**config.mk**
```make
export PLATFORM = sky130hd
export DESIGN_NAME = id_autoload_top
export DESIGN_NICKNAME = d
export VERILOG_FILES = /design/src/rtl/id_autoload_pkg.sv /design/src/rtl/mw_sk_gen.sv /design/src/rtl/mw_word_reader.sv /design/src/rtl/id_field_regs.sv /design/src/rtl/id_autoload_top.sv
export SDC_FILE = /design/constraint.sdc
export NUM_CORES = 1
export LEC_CHECK = 0
export BUFFER_PORTS_ARGS = -buffer_cell sky130_fd_sc_hd__buf_4
export CORE_UTILIZATION = 61
export CTS_BUF_LIST = sky130_fd_sc_hd__clkbuf_4 sky130_fd_sc_hd__clkbuf_8
export DETAILED_ROUTE_END_ITERATION = 8
export HOLD_SLACK_MARGIN = 0.06
export PLACE_DENSITY = 0.79
export SLEW_MARGIN = 40
export SYNTH_ARGS = -nofsm -noshare
export SYNTH_HDL_FRONTEND = slang
export SYNTH_HIERARCHICAL = 1
export SYNTH_SLANG_ARGS = --single-unit
```
**constraint.sdc**
```tcl
create_clock -name clk_i -period 5.53 [get_ports clk_i]
set_input_delay 1.106 -clock clk_i [delete_from_list [all_inputs] [get_ports clk_i]]
set_output_delay 1.106 -clock clk_i [all_outputs]
set_load 0.01 [all_outputs]
```
**src/rtl/id_autoload_pkg.sv**
```systemverilog
package id_autoload_pkg;
  localparam int WORD_W     = 16;
  localparam int EE_ADDR_W  = 6;
  localparam int HDR_W      = 3;
  localparam int CMD_W      = HDR_W + EE_ADDR_W;
  localparam int DUMMY_BITS = 1;
  localparam int XFER_BITS  = CMD_W + DUMMY_BITS + WORD_W;
  localparam logic [HDR_W-1:0] MW_READ_HDR = 3'b110;  // start bit + read opcode
  localparam logic [1:0]       SIG_OK      = 2'b01;

  typedef enum logic [1:0] {
    W_CTRL  = 2'd0,
    W_SSID  = 2'd1,
    W_SSVID = 2'd2
  } word_sel_e;
endpackage

```
**src/rtl/mw_sk_gen.sv**
```systemverilog
module mw_sk_gen #(
  parameter int DIV = 4
) (
  input  logic clk_i,
  input  logic rst_ni,
  input  logic run_i,
  output logic sk_o,
  output logic rise_o,
  output logic fall_o
);
  localparam int CW = (DIV > 1) ? $clog2(DIV) : 1;

  logic [CW-1:0] cnt_q;
  logic          sk_q;
  logic          wrap;

  assign wrap   = (cnt_q == CW'(DIV - 1));
  assign rise_o = run_i & wrap & ~sk_q;
  assign fall_o = run_i & wrap &  sk_q;
  assign sk_o   = sk_q;

  always_ff @(posedge clk_i or negedge rst_ni) begin
    if (!rst_ni) begin
      cnt_q <= '0;
      sk_q  <= 1'b0;
    end else if (!run_i) begin
      cnt_q <= '0;
      sk_q  <= 1'b0;
    end else if (wrap) begin
      cnt_q <= '0;
      sk_q  <= ~sk_q;
    end else begin
      cnt_q <= cnt_q + 1'b1;
    end
  end

  p_sk_rise_strobe_r2: assert property (@(posedge clk_i) disable iff (!rst_ni)
    $rose(sk_o) |-> $past(rise_o));
  p_sk_idle_low_r2: assert property (@(posedge clk_i) disable iff (!rst_ni)
    !run_i |=> !sk_o);
endmodule

```
**src/rtl/mw_word_reader.sv**
```systemverilog
module mw_word_reader
  import id_autoload_pkg::*;
#(
  parameter int CLK_DIV = 4
) (
  input  logic                 clk_i,
  input  logic                 rst_ni,
  input  logic                 start_i,
  input  logic [EE_ADDR_W-1:0] addr_i,
  output logic                 idle_o,
  output logic                 valid_o,
  output logic [WORD_W-1:0]    word_o,
  output logic                 cs_o,
  output logic                 sk_o,
  output logic                 di_o,
  input  logic                 do_i
);
  localparam int GAP_CYC = 2 * CLK_DIV;
  localparam int GW      = $clog2(GAP_CYC + 1);
  localparam int BW      = $clog2(XFER_BITS + 1);
  localparam int DATA_AT = CMD_W + DUMMY_BITS;

  typedef enum logic [1:0] {RD_IDLE, RD_XFER, RD_GAP} rd_state_e;

  rd_state_e         state_q;
  logic [CMD_W-1:0]  cmd_q;
  logic [WORD_W-1:0] data_q;
  logic [BW-1:0]     bit_q;
  logic [GW-1:0]     gap_q;
  logic              cs_q, valid_q;
  logic              rise, fall;

  mw_sk_gen #(.DIV(CLK_DIV)) u_sk (
    .clk_i  (clk_i),
    .rst_ni (rst_ni),
    .run_i  (state_q == RD_XFER),
    .sk_o   (sk_o),
    .rise_o (rise),
    .fall_o (fall)
  );

  assign idle_o  = (state_q == RD_IDLE);
  assign valid_o = valid_q;
  assign word_o  = data_q;
  assign cs_o    = cs_q;
  assign di_o    = cs_q & cmd_q[CMD_W-1];

  always_ff @(posedge clk_i or negedge rst_ni) begin
    if (!rst_ni) begin
      state_q <= RD_IDLE;
      cmd_q   <= '0;
      data_q  <= '0;
      bit_q   <= '0;
      gap_q   <= '0;
      cs_q    <= 1'b0;
      valid_q <= 1'b0;
    end else begin
      valid_q <= 1'b0;
      unique case (state_q)
        RD_IDLE: if (start_i) begin
          state_q <= RD_XFER;
          cs_q    <= 1'b1;
          cmd_q   <= {MW_READ_HDR, addr_i};
          bit_q   <= '0;
        end
        RD_XFER: begin
          if (fall) cmd_q <= {cmd_q[CMD_W-2:0], 1'b0};
          if (rise) begin
            bit_q <= bit_q + 1'b1;
            if (bit_q >= BW'(DATA_AT)) data_q <= {data_q[WORD_W-2:0], do_i};
            if (bit_q == BW'(XFER_BITS - 1)) begin
              state_q <= RD_GAP;
              cs_q    <= 1'b0;
              valid_q <= 1'b1;
              gap_q   <= '0;
            end
          end
        end
        RD_GAP: begin
          gap_q <= gap_q + 1'b1;
          if (gap_q == GW'(GAP_CYC - 1)) state_q <= RD_IDLE;
        end
        default: state_q <= RD_IDLE;
      endcase
    end
  end

  p_cs_gap_r1: assert property (@(posedge clk_i) disable iff (!rst_ni)
    $fell(cs_o) |=> !cs_o);
  p_valid_ends_word_r1: assert property (@(posedge clk_i) disable iff (!rst_ni)
    valid_o |-> (!cs_o && $past(cs_o)));
  p_no_sk_without_cs_r2: assert property (@(posedge clk_i) disable iff (!rst_ni)
    !cs_o |=> !sk_o);
endmodule

```
**src/rtl/id_field_regs.sv**
```systemverilog
module id_field_regs
  import id_autoload_pkg::*;
#(
  parameter logic [7:0] REV_DEFAULT = 8'h0F
) (
  input  logic              clk_i,
  input  logic              rst_ni,
  input  logic              wr_en_i,
  input  word_sel_e         wr_sel_i,
  input  logic [WORD_W-1:0] wr_data_i,
  output logic [WORD_W-1:0] ssid_o,
  output logic [WORD_W-1:0] ssvid_o,
  output logic [7:0]        rev_o
);
  localparam int SIG_HI = 15;
  localparam int SIG_LO = 14;
  localparam int EN_BIT = 13;
  localparam int REV_HI = 10;
  localparam int REV_LO = 8;
  localparam int REV_W  = REV_HI - REV_LO + 1;

  logic ovr_q;
  logic ctrl_ok;

  assign ctrl_ok = (wr_data_i[SIG_HI:SIG_LO] == SIG_OK) & wr_data_i[EN_BIT];

  always_ff @(posedge clk_i or negedge rst_ni) begin
    if (!rst_ni) begin
      ovr_q   <= 1'b0;
      ssid_o  <= '0;
      ssvid_o <= '0;
      rev_o   <= REV_DEFAULT;
    end else if (wr_en_i) begin
      unique case (wr_sel_i)
        W_CTRL: begin
          ovr_q <= ctrl_ok;
          rev_o <= ctrl_ok ? {REV_DEFAULT[7:REV_W], wr_data_i[REV_HI:REV_LO]} : REV_DEFAULT;
        end
        W_SSID:  if (ovr_q) ssid_o  <= wr_data_i;
        W_SSVID: if (ovr_q) ssvid_o <= wr_data_i;
        default: ;
      endcase
    end
  end

  p_bad_sig_rev_r4: assert property (@(posedge clk_i) disable iff (!rst_ni)
    (wr_en_i && wr_sel_i == W_CTRL && wr_data_i[SIG_HI:SIG_LO] != SIG_OK) |=> rev_o == REV_DEFAULT);
  p_ssid_load_r5: assert property (@(posedge clk_i) disable iff (!rst_ni)
    (wr_en_i && wr_sel_i == W_SSID && ovr_q) |=> ssid_o == $past(wr_data_i));
  p_ssid_hold_r7: assert property (@(posedge clk_i) disable iff (!rst_ni)
    (wr_en_i && wr_sel_i == W_SSID && !ovr_q) |=> $stable(ssid_o));
  p_ssvid_hold_r7: assert property (@(posedge clk_i) disable iff (!rst_ni)
    (wr_en_i && wr_sel_i == W_SSVID && !ovr_q) |=> $stable(ssvid_o));
  p_rev_high_r6: assert property (@(posedge clk_i) disable iff (!rst_ni)
    rev_o[7:REV_W] == REV_DEFAULT[7:REV_W]);
endmodule

```
**src/rtl/id_autoload_top.sv**
```systemverilog
module id_autoload_top
  import id_autoload_pkg::*;
#(
  parameter int                 CLK_DIV     = 4,
  parameter logic [EE_ADDR_W-1:0] EE_BASE   = 6'h0A,
  parameter logic [15:0]        DEVICE_ID   = 16'h0D10,
  parameter logic [15:0]        VENDOR_ID   = 16'h1F2E,
  parameter logic [7:0]         REV_DEFAULT = 8'h0F,
  parameter logic [23:0]        CLASS_CODE  = 24'h020000,
  parameter logic [7:0]         CAP_PTR     = 8'hDC,
  parameter logic [7:0]         INT_PIN     = 8'h01
) (
  input  logic        clk_i,
  input  logic        rst_ni,
  output logic        ee_cs_o,
  output logic        ee_sk_o,
  output logic        ee_di_o,
  input  logic        ee_do_i,
  input  logic        cfg_req_i,
  input  logic [5:0]  cfg_addr_i,
  output logic [31:0] cfg_rdata_o,
  output logic        cfg_ack_o,
  output logic        cfg_retry_o,
  output logic        load_done_o
);
  localparam int        NWORDS    = 3;
  localparam logic [5:0] DW_ID     = 6'h00;
  localparam logic [5:0] DW_CLASS  = 6'h02;
  localparam logic [5:0] DW_SUBSYS = 6'h0B;
  localparam logic [5:0] DW_CAP    = 6'h0D;
  localparam logic [5:0] DW_INT    = 6'h0F;

  word_sel_e         idx_q;
  logic              inflight_q, done_q;
  logic              rd_idle, rd_valid, start;
  logic [WORD_W-1:0] rd_word;
  logic [WORD_W-1:0] ssid, ssvid;
  logic [7:0]        rev;
  logic [31:0]       mux_data;

  assign start = ~done_q & ~inflight_q;

  mw_word_reader #(.CLK_DIV(CLK_DIV)) u_reader (
    .clk_i   (clk_i),
    .rst_ni  (rst_ni),
    .start_i (start),
    .addr_i  (EE_BASE + EE_ADDR_W'(idx_q)),
    .idle_o  (rd_idle),
    .valid_o (rd_valid),
    .word_o  (rd_word),
    .cs_o    (ee_cs_o),
    .sk_o    (ee_sk_o),
    .di_o    (ee_di_o),
    .do_i    (ee_do_i)
  );

  id_field_regs #(.REV_DEFAULT(REV_DEFAULT)) u_regs (
    .clk_i     (clk_i),
    .rst_ni    (rst_ni),
    .wr_en_i   (rd_valid),
    .wr_sel_i  (idx_q),
    .wr_data_i (rd_word),
    .ssid_o    (ssid),
    .ssvid_o   (ssvid),
    .rev_o     (rev)
  );

  always_ff @(posedge clk_i or negedge rst_ni) begin
    if (!rst_ni) begin
      idx_q      <= W_CTRL;
      inflight_q <= 1'b0;
      done_q     <= 1'b0;
    end else begin
      if (start && rd_idle) inflight_q <= 1'b1;
      if (rd_valid) begin
        inflight_q <= 1'b0;
        if (idx_q == word_sel_e'(NWORDS - 1)) done_q <= 1'b1;
        else idx_q <= word_sel_e'(idx_q + 2'd1);
      end
    end
  end

  always_comb begin
    unique case (cfg_addr_i)
      DW_ID:     mux_data = {DEVICE_ID, VENDOR_ID};
      DW_CLASS:  mux_data = {CLASS_CODE, rev};
      DW_SUBSYS: mux_data = {ssid, ssvid};
      DW_CAP:    mux_data = {24'h0, CAP_PTR};
      DW_INT:    mux_data = {16'h0, INT_PIN, 8'h00};
      default:   mux_data = '0;
    endcase
  end

  always_ff @(posedge clk_i or negedge rst_ni) begin
    if (!rst_ni) begin
      cfg_ack_o   <= 1'b0;
      cfg_retry_o <= 1'b0;
      cfg_rdata_o <= '0;
    end else begin
      cfg_ack_o   <= cfg_req_i &  done_q;
      cfg_retry_o <= cfg_req_i & ~done_q;
      cfg_rdata_o <= (cfg_req_i & done_q) ? mux_data : '0;
    end
  end

  assign load_done_o = done_q;

  p_retry_before_done_r3: assert property (@(posedge clk_i) disable iff (!rst_ni)
    (cfg_req_i && !load_done_o) |=> (cfg_retry_o && !cfg_ack_o));
  p_ack_after_done_r10: assert property (@(posedge clk_i) disable iff (!rst_ni)
    (cfg_req_i && load_done_o) |=> (cfg_ack_o && !cfg_retry_o));
  p_done_sticky_r10: assert property (@(posedge clk_i) disable iff (!rst_ni)
    load_done_o |=> load_done_o);
  p_quiet_after_done_r10: assert property (@(posedge clk_i) disable iff (!rst_ni)
    load_done_o |-> !ee_cs_o);
  p_resp_onehot_r3: assert property (@(posedge clk_i) disable iff (!rst_ni)
    $onehot0({cfg_ack_o, cfg_retry_o}));
endmodule

```
Word-level counts from Yosys, hierarchy flattened
Cells that the tools add are included.
- add/subtract/negate cells: 5
- order comparisons: 1
- eq/ne operators: 18
- muxes and demuxes: 30
- bitwise operators: 12
- reduce and logical (&&, ||, !) cells: 18
- operators with widths (cell ; number):
    $pmux W32 S5 ; 1
    $mux W32 ; 1
    $eq A6 B4 Y1 const B ; 3
    $mux W9 ; 2
    $pmux W9 S2 ; 1
    $reduce_and A3 Y1 ; 6
    $mux W2 ; 6
    $ne A2 B1 Y1 const B ; 6
    $mux W1 ; 10
    $mux W5 ; 2
    $pmux W5 S2 ; 1
    $and A1 B1 Y1 ; 8
    $mux W4 ; 2
    $pmux W4 S2 ; 1
    $reduce_and A4 Y1 ; 2
    $eq A2 B1 Y1 const B ; 3
    $eq A2 B2 Y1 const B ; 3
    $eq A6 B2 Y1 const B ; 1
    $logic_not A6 Y1 ; 1
    $pmux W2 S3 ; 1
    $reduce_and A2 Y1 ; 3
    $reduce_bool A2 Y1 ; 3
    $add A4 B2 Y5 const A ; 1
    $add A5 B1 Y5 const B ; 1
    other kinds (10) ; 15
- register bits: 120
- bits of input ports: 10
- logic and storage cells: 103

Logic depth before layout (Yosys ltp)
- depth in word-level cells: 5
- depth in mapped cells: 9
- mapped depth without buffers: 6

By module
The synthesis kept the hierarchy.
- modules (own cells, without submodules) (module ; instances ; cells an instance ; area an instance (µm²) ; sequential area each (µm²)):
    mw_word_reader ; 1 ; 140 ; 1845.5 ; 950.9
    id_autoload_top ; 1 ; 136 ; 1572.8 ; 950.9
    id_field_regs ; 1 ; 88 ; 1555.2 ; 904.6
    mw_sk_gen ; 1 ; 11 ; 131.4 ; 75.1

Least setup slack after synthesis
OpenSTA, ideal clock, no wires.
- path type: input to register
- start: input cfg_addr_i[5]
- end: register cfg_rdata_o[2]
- setup time: 0.085 ns
- arrival time: 1.916 ns
- path slack: 3.529 ns
- cell stages on the path: 4
- path through: nor2_1 buf_2 o2111ai_2 a31oi_1
- cells in the longest elaborated chain, start to end: 3
- elaborated cells between the ends (all ways): 7
- those cells by class: 4 x eq/ne; 2 x mux; 1 x reduce/logical
- ends and longest elaborated chain (what ; line ; source):
    from (decl) ; id_autoload_top.sv:20 ; input logic [5:0] cfg_addr_i,
    $eq A6 B4 Y1 (tied with other cells) ; id_autoload_top.sv:84 ; unique case (cfg_addr_i)
    $pmux W32 S5 * ; id_autoload_top.sv:84 ;
    $mux W32 * ; id_autoload_top.sv:102 ; cfg_rdata_o <= (cfg_req_i & done_q) ? mux_data : '0;
    to (signal assigned) ; id_autoload_top.sv:102 ;
    to (decl) ; id_autoload_top.sv:21 ; output logic [31:0] cfg_rdata_o,
Mark *: on every way between the ends. The rest lies on a longest branch, timed or not.
A chain may end at the register's enable or synchronous reset.

Final worst setup path
- start: register u_reader.state_q[0]
- end: register u_reader.data_q[5] (netlist: u_reader/word_o[5])
- cells in the longest elaborated chain, start to end: 4
- ends and longest elaborated chain (what ; line ; source):
    from (decl) ; mw_word_reader.sv:25 ; rd_state_e state_q;
    from (signal assigned) ; mw_word_reader.sv:50 ; state_q <= RD_IDLE;
    from (signal assigned) ; mw_word_reader.sv:61 ; state_q <= RD_XFER;
    from (signal assigned) ; mw_word_reader.sv:72 ; state_q <= RD_GAP;
    $eq A2 B1 Y1 ; mw_word_reader.sv:36 ; .run_i (state_q == RD_XFER),
    $and A1 B1 Y1 (2 in series) ; mw_sk_gen.sv:18 ; assign rise_o = run_i & wrap & ~sk_q;
    via u_reader.rise ; mw_word_reader.sv:31 ; logic rise, fall;
    $reduce_and A3 Y1 (no source line) ; -- ;
    to (signal assigned) ; mw_word_reader.sv:70 ; if (bit_q >= BW'(DATA_AT)) data_q <= {data_q[WORD_W-2:0], do_i};
    to (decl) ; mw_word_reader.sv:27 ; logic [WORD_W-1:0] data_q;
The timed path passes the listed nets, and every way through them passes these cells.

==> run_results.csv <==
group,metric,value,unit
status,status,"finished, final reports clean",
route,drtAntennaViolNets,0,
placement,placed_cells,514,
route,met2WireLength,4.54,mm
hold_path,hold_class,"register to register",
synth,ys_seq_area_share,56.4,%
sta,rsz0062_at_grt,"no",
placement,place_area,5450,um^2
synth,async_reset_ff_share,100,%
pwr,p_leak,3.00,nW
layout,multi_input_area,2040,um^2
global_routing,grt_pass1_wl,15.5,mm
synth,syn_area,5100,um^2
clocking,cts.sinks,115,
clocking,cts_hold_buf,0,
layout,nets,444,
sta,finalClockSkew,0.00997,ns
clocking,clk_pin_slew,0.07,ns
route,wl_met3,425,um
global_routing,grt_start_max_net_pins,77,
route,drtIter0Drc,189,
clocking,post-cts-setup-buffer-count,0,
sta,period_needed,2.68,ns
clocking,clk_latency,0.43,ns
global_routing,grt-ovfl-total,0,
floorplanning,die_area,8740,um^2
worst_setup_path,slowest_delay,0.68,ns
sta,finalMaxSlewViolations,0,
sta,tightestPinTransition,0.798,ns
worst_setup_path,cp_cell_sequence,"and2b_1 -> nand2_1 -> nor2_1 -> nand3b_4 -> o21bai_4 -> mux2_4",
pwr,combPwrFrac,2.3,%
flow_run,drv_cap,0,
clocking,cts_tree,"done",
worst_setup_path,crit_path_end_kind,"register",
route,highest_layer,"met4",
synth,synth_edf_count,0,
clocking,clockBufferDepth,2,
floorplanning,core,8180,um^2
clocking,htree_num_levels,4,
worst_setup_path,cp.arrival,2.99,ns
synth,synth-seq-cells,115,
sta,max_freq,373,MHz
layout,instances_no_fill,545,
worst_setup_path,cp_max_fo,16,
global_routing,antenna_found_initial,0,
route,routed_wl,9.31,mm
sta,tns,0,ns
worst_setup_path,ff2ff_path_depth,6,
global_routing,first_global_vias,3143,
sta,finalHoldViolCount,0,
global_routing,grtUsageTotal,23.9,%
layout,area_growth,14.5,%
synth,avgSynthCellArea,13.6,um^2
floorplanning,die_w,93.5,um
floorplanning,die_y,93.5,um
sta,fin_crit_sh,48.4,%
synth,synthFlopType,"dfrtp_1",
synth,syn_inst,375,
floorplanning,placementRows,33,
placement,gp_congestion,0.787,
pwr,power.share.clock,46.5,%
pwr,total_power,0.00165,W
route,dr.pass1.iters,4,
placement,dpl.hpwl,6.05,mm
layout,fill_cells,569,
route,wire_per_inst,17.1,um
layout,final_cell_area,5850,um^2
pwr,p_sw,0.000373,W
sta,maxSlewHeadroom,46.7,%
layout,final_util,71.5,%
layout,final_cell_mix,"dfrtp_1, buf_4, mux2_4",
layout,final_common_cell,"dfrtp_1",
sta,setup_violations,0,
pwr,swShare,22.6,%
route,vias_per_cell,5.65,
floorplanning,ioPinCount,48,
worst_setup_path,required,5.84,ns
pwr,internal-power,0.00127,W
route,drt-met1-wl,4.19,mm
synth,synth.distinct_cells,58,
layout,n_antenna_cell,0,
pwr,vdd_drop_max,176,uV
synth,ys_warn_count,6,
layout,drive_above_1_share,36.6,%
worst_setup_path,critPathKind,"register to register",
pwr,pwr-share-seq,51.1,%
layout,regArea,2880,um^2
clocking,cts_resized,0,
placement,portBuffers,47,
route,num_vias,3079,
worst_setup_path,cp-start-kind,"register",
clocking,cts_made_buffers,17,
clocking,cts_root_buf,"clkbuf_8",
hold_path,min_path_cells,1,
worst_setup_path,slowest_stage,"dfrtp_1",
floorplanning,start_util,62.4,%
pwr,power.density,282,nW/um^2
route,drc,0,
-- per-layer routing --
metal  track usage [%]  vias to the layer above
li1                  -                     1431
met4              9.62                        0
met2              37.3                       85
met3              5.61                       16
met1              32.5                     1547
met5                 0                        -
-- synthesized netlist by cell type (2+ instances only) --
cell	count	area share (%)
nand4bb_1	3	0.66
ha_1	6	1.5
buf_2	2	0.20
nand3_1	15	1.5
buf_6	7	1.5
or3_1	2	0.25
o31ai_1	3	0.44
mux2i_1	2	0.39
buf_4	7	1.0
nand2b_1	7	0.86
o21ai_0	9	0.88
a21oi_1	18	1.8
nor3b_1	2	0.29
nand4b_4	2	0.93
nor2b_1	3	0.37
nand2_1	14	1.0
xor2_1	2	0.34
and2_1	17	2.1
mux2_4	36	11
conb_1	4	0.29
o22ai_1	2	0.25
dfstp_2	3	1.5
inv_1	8	0.59
nor3_1	9	0.88
a22o_1	2	0.34
nand4b_1	2	0.34
mux2_2	28	6.2
clkbuf_1	2	0.15
nor2_1	9	0.66
nand4_1	4	0.49
nand3b_1	3	0.44
a31oi_1	5	0.61
dfrtp_1	112	55
-- through the flow --
stage / hold WS, ns / setup slack, ns
2_1_floorplan: 0.414 / 3.53
3_3_place_gp: 0.437 / 2.94
3_5_place_dp: 0.436 / 2.87
4_1_cts: 0.445 / 2.85
5_1_grt: 0.458 / 2.69
6_report: 0.448 / 2.85
-- final timing paths --
path,startpoint,slack [ns],to
max in group asynchronous,rst_ni,3.84,u_regs/rev_o[1]
max reg2reg,u_reader/state_q[0],2.85,u_reader/word_o[5]
min,u_reader/u_sk/cnt_q[0],0.45,u_reader/u_sk/cnt_q[0]
min in group asynchronous,rst_ni,0.69,cfg_rdata_o[26]
min reg2reg,u_reader/u_sk/cnt_q[0],0.45,u_reader/u_sk/cnt_q[0]
max,u_reader/state_q[0],2.85,u_reader/word_o[5]
-- critical path: cells and delay by family (launching register included) --
| kind | cells | cell delay [ns] |
|---|---|---|
| compound gates | 1 | 0.34 |
| flops | 1 | 0.68 |
| mux | 1 | 0.37 |
| simple gates | 4 | 1.16 |
-- power groups by stage --
stage / logic, W / registers, W / clock network (W)
global placement: 0.0000381 / 0.000858 / 0
global route: 0.0000444 / 0.000842 / 0.000817
floorplan: 0.0000150 / 0.000858 / 0
CTS: 0.0000396 / 0.000842 / 0.000777
detailed placement: 0.0000394 / 0.000858 / 0
finish: 0.0000385 / 0.000842 / 0.000767
-- logic make-up after synthesis --
family	share of synthesized area, %
flops	56.4
compound gates	6.67
simple gates	13.6
buf+inv	3.90
other cells	0.294
fa+ha+maj	1.47
mux	17.2
xor+xnor	0.515
-- sequential cells by signal (all words and copies together) (netlist names) --
| register | flops |
|---|---|
| idx_q | 2 |
| u_reader/cs_o | 1 |
| u_regs/ssid_o | 16 |
| u_reader/cmd_q | 9 |
| u_reader/word_o | 16 |
| u_reader/u_sk/cnt_q | 2 |
| u_reader/state_q | 2 |
| inflight_q | 1 |
| cfg_rdata_o | 32 |
| u_regs/rev_o | 3 |
| cfg_ack_o | 1 |
| u_reader/gap_q | 4 |
| load_done_o | 1 |
| cfg_retry_o | 1 |
| u_regs/ssvid_o | 16 |
| u_regs/ovr_q | 1 |
| u_reader/u_sk/sk_o | 1 |
| u_reader/bit_q | 5 |
| u_reader/valid_o | 1 |
-- layout make-up --
class                      count  share of cell area (%)
inverter                       8                   0.514
sequential                   115                    49.3
timing repair buffer          49                    6.36
clock buffer                  20                    4.49
multi-input combinational    237                    34.9
clock inverter                11                    2.23
tap                          105                    2.25
Note: power is estimated with default switching activity, not from simulation.
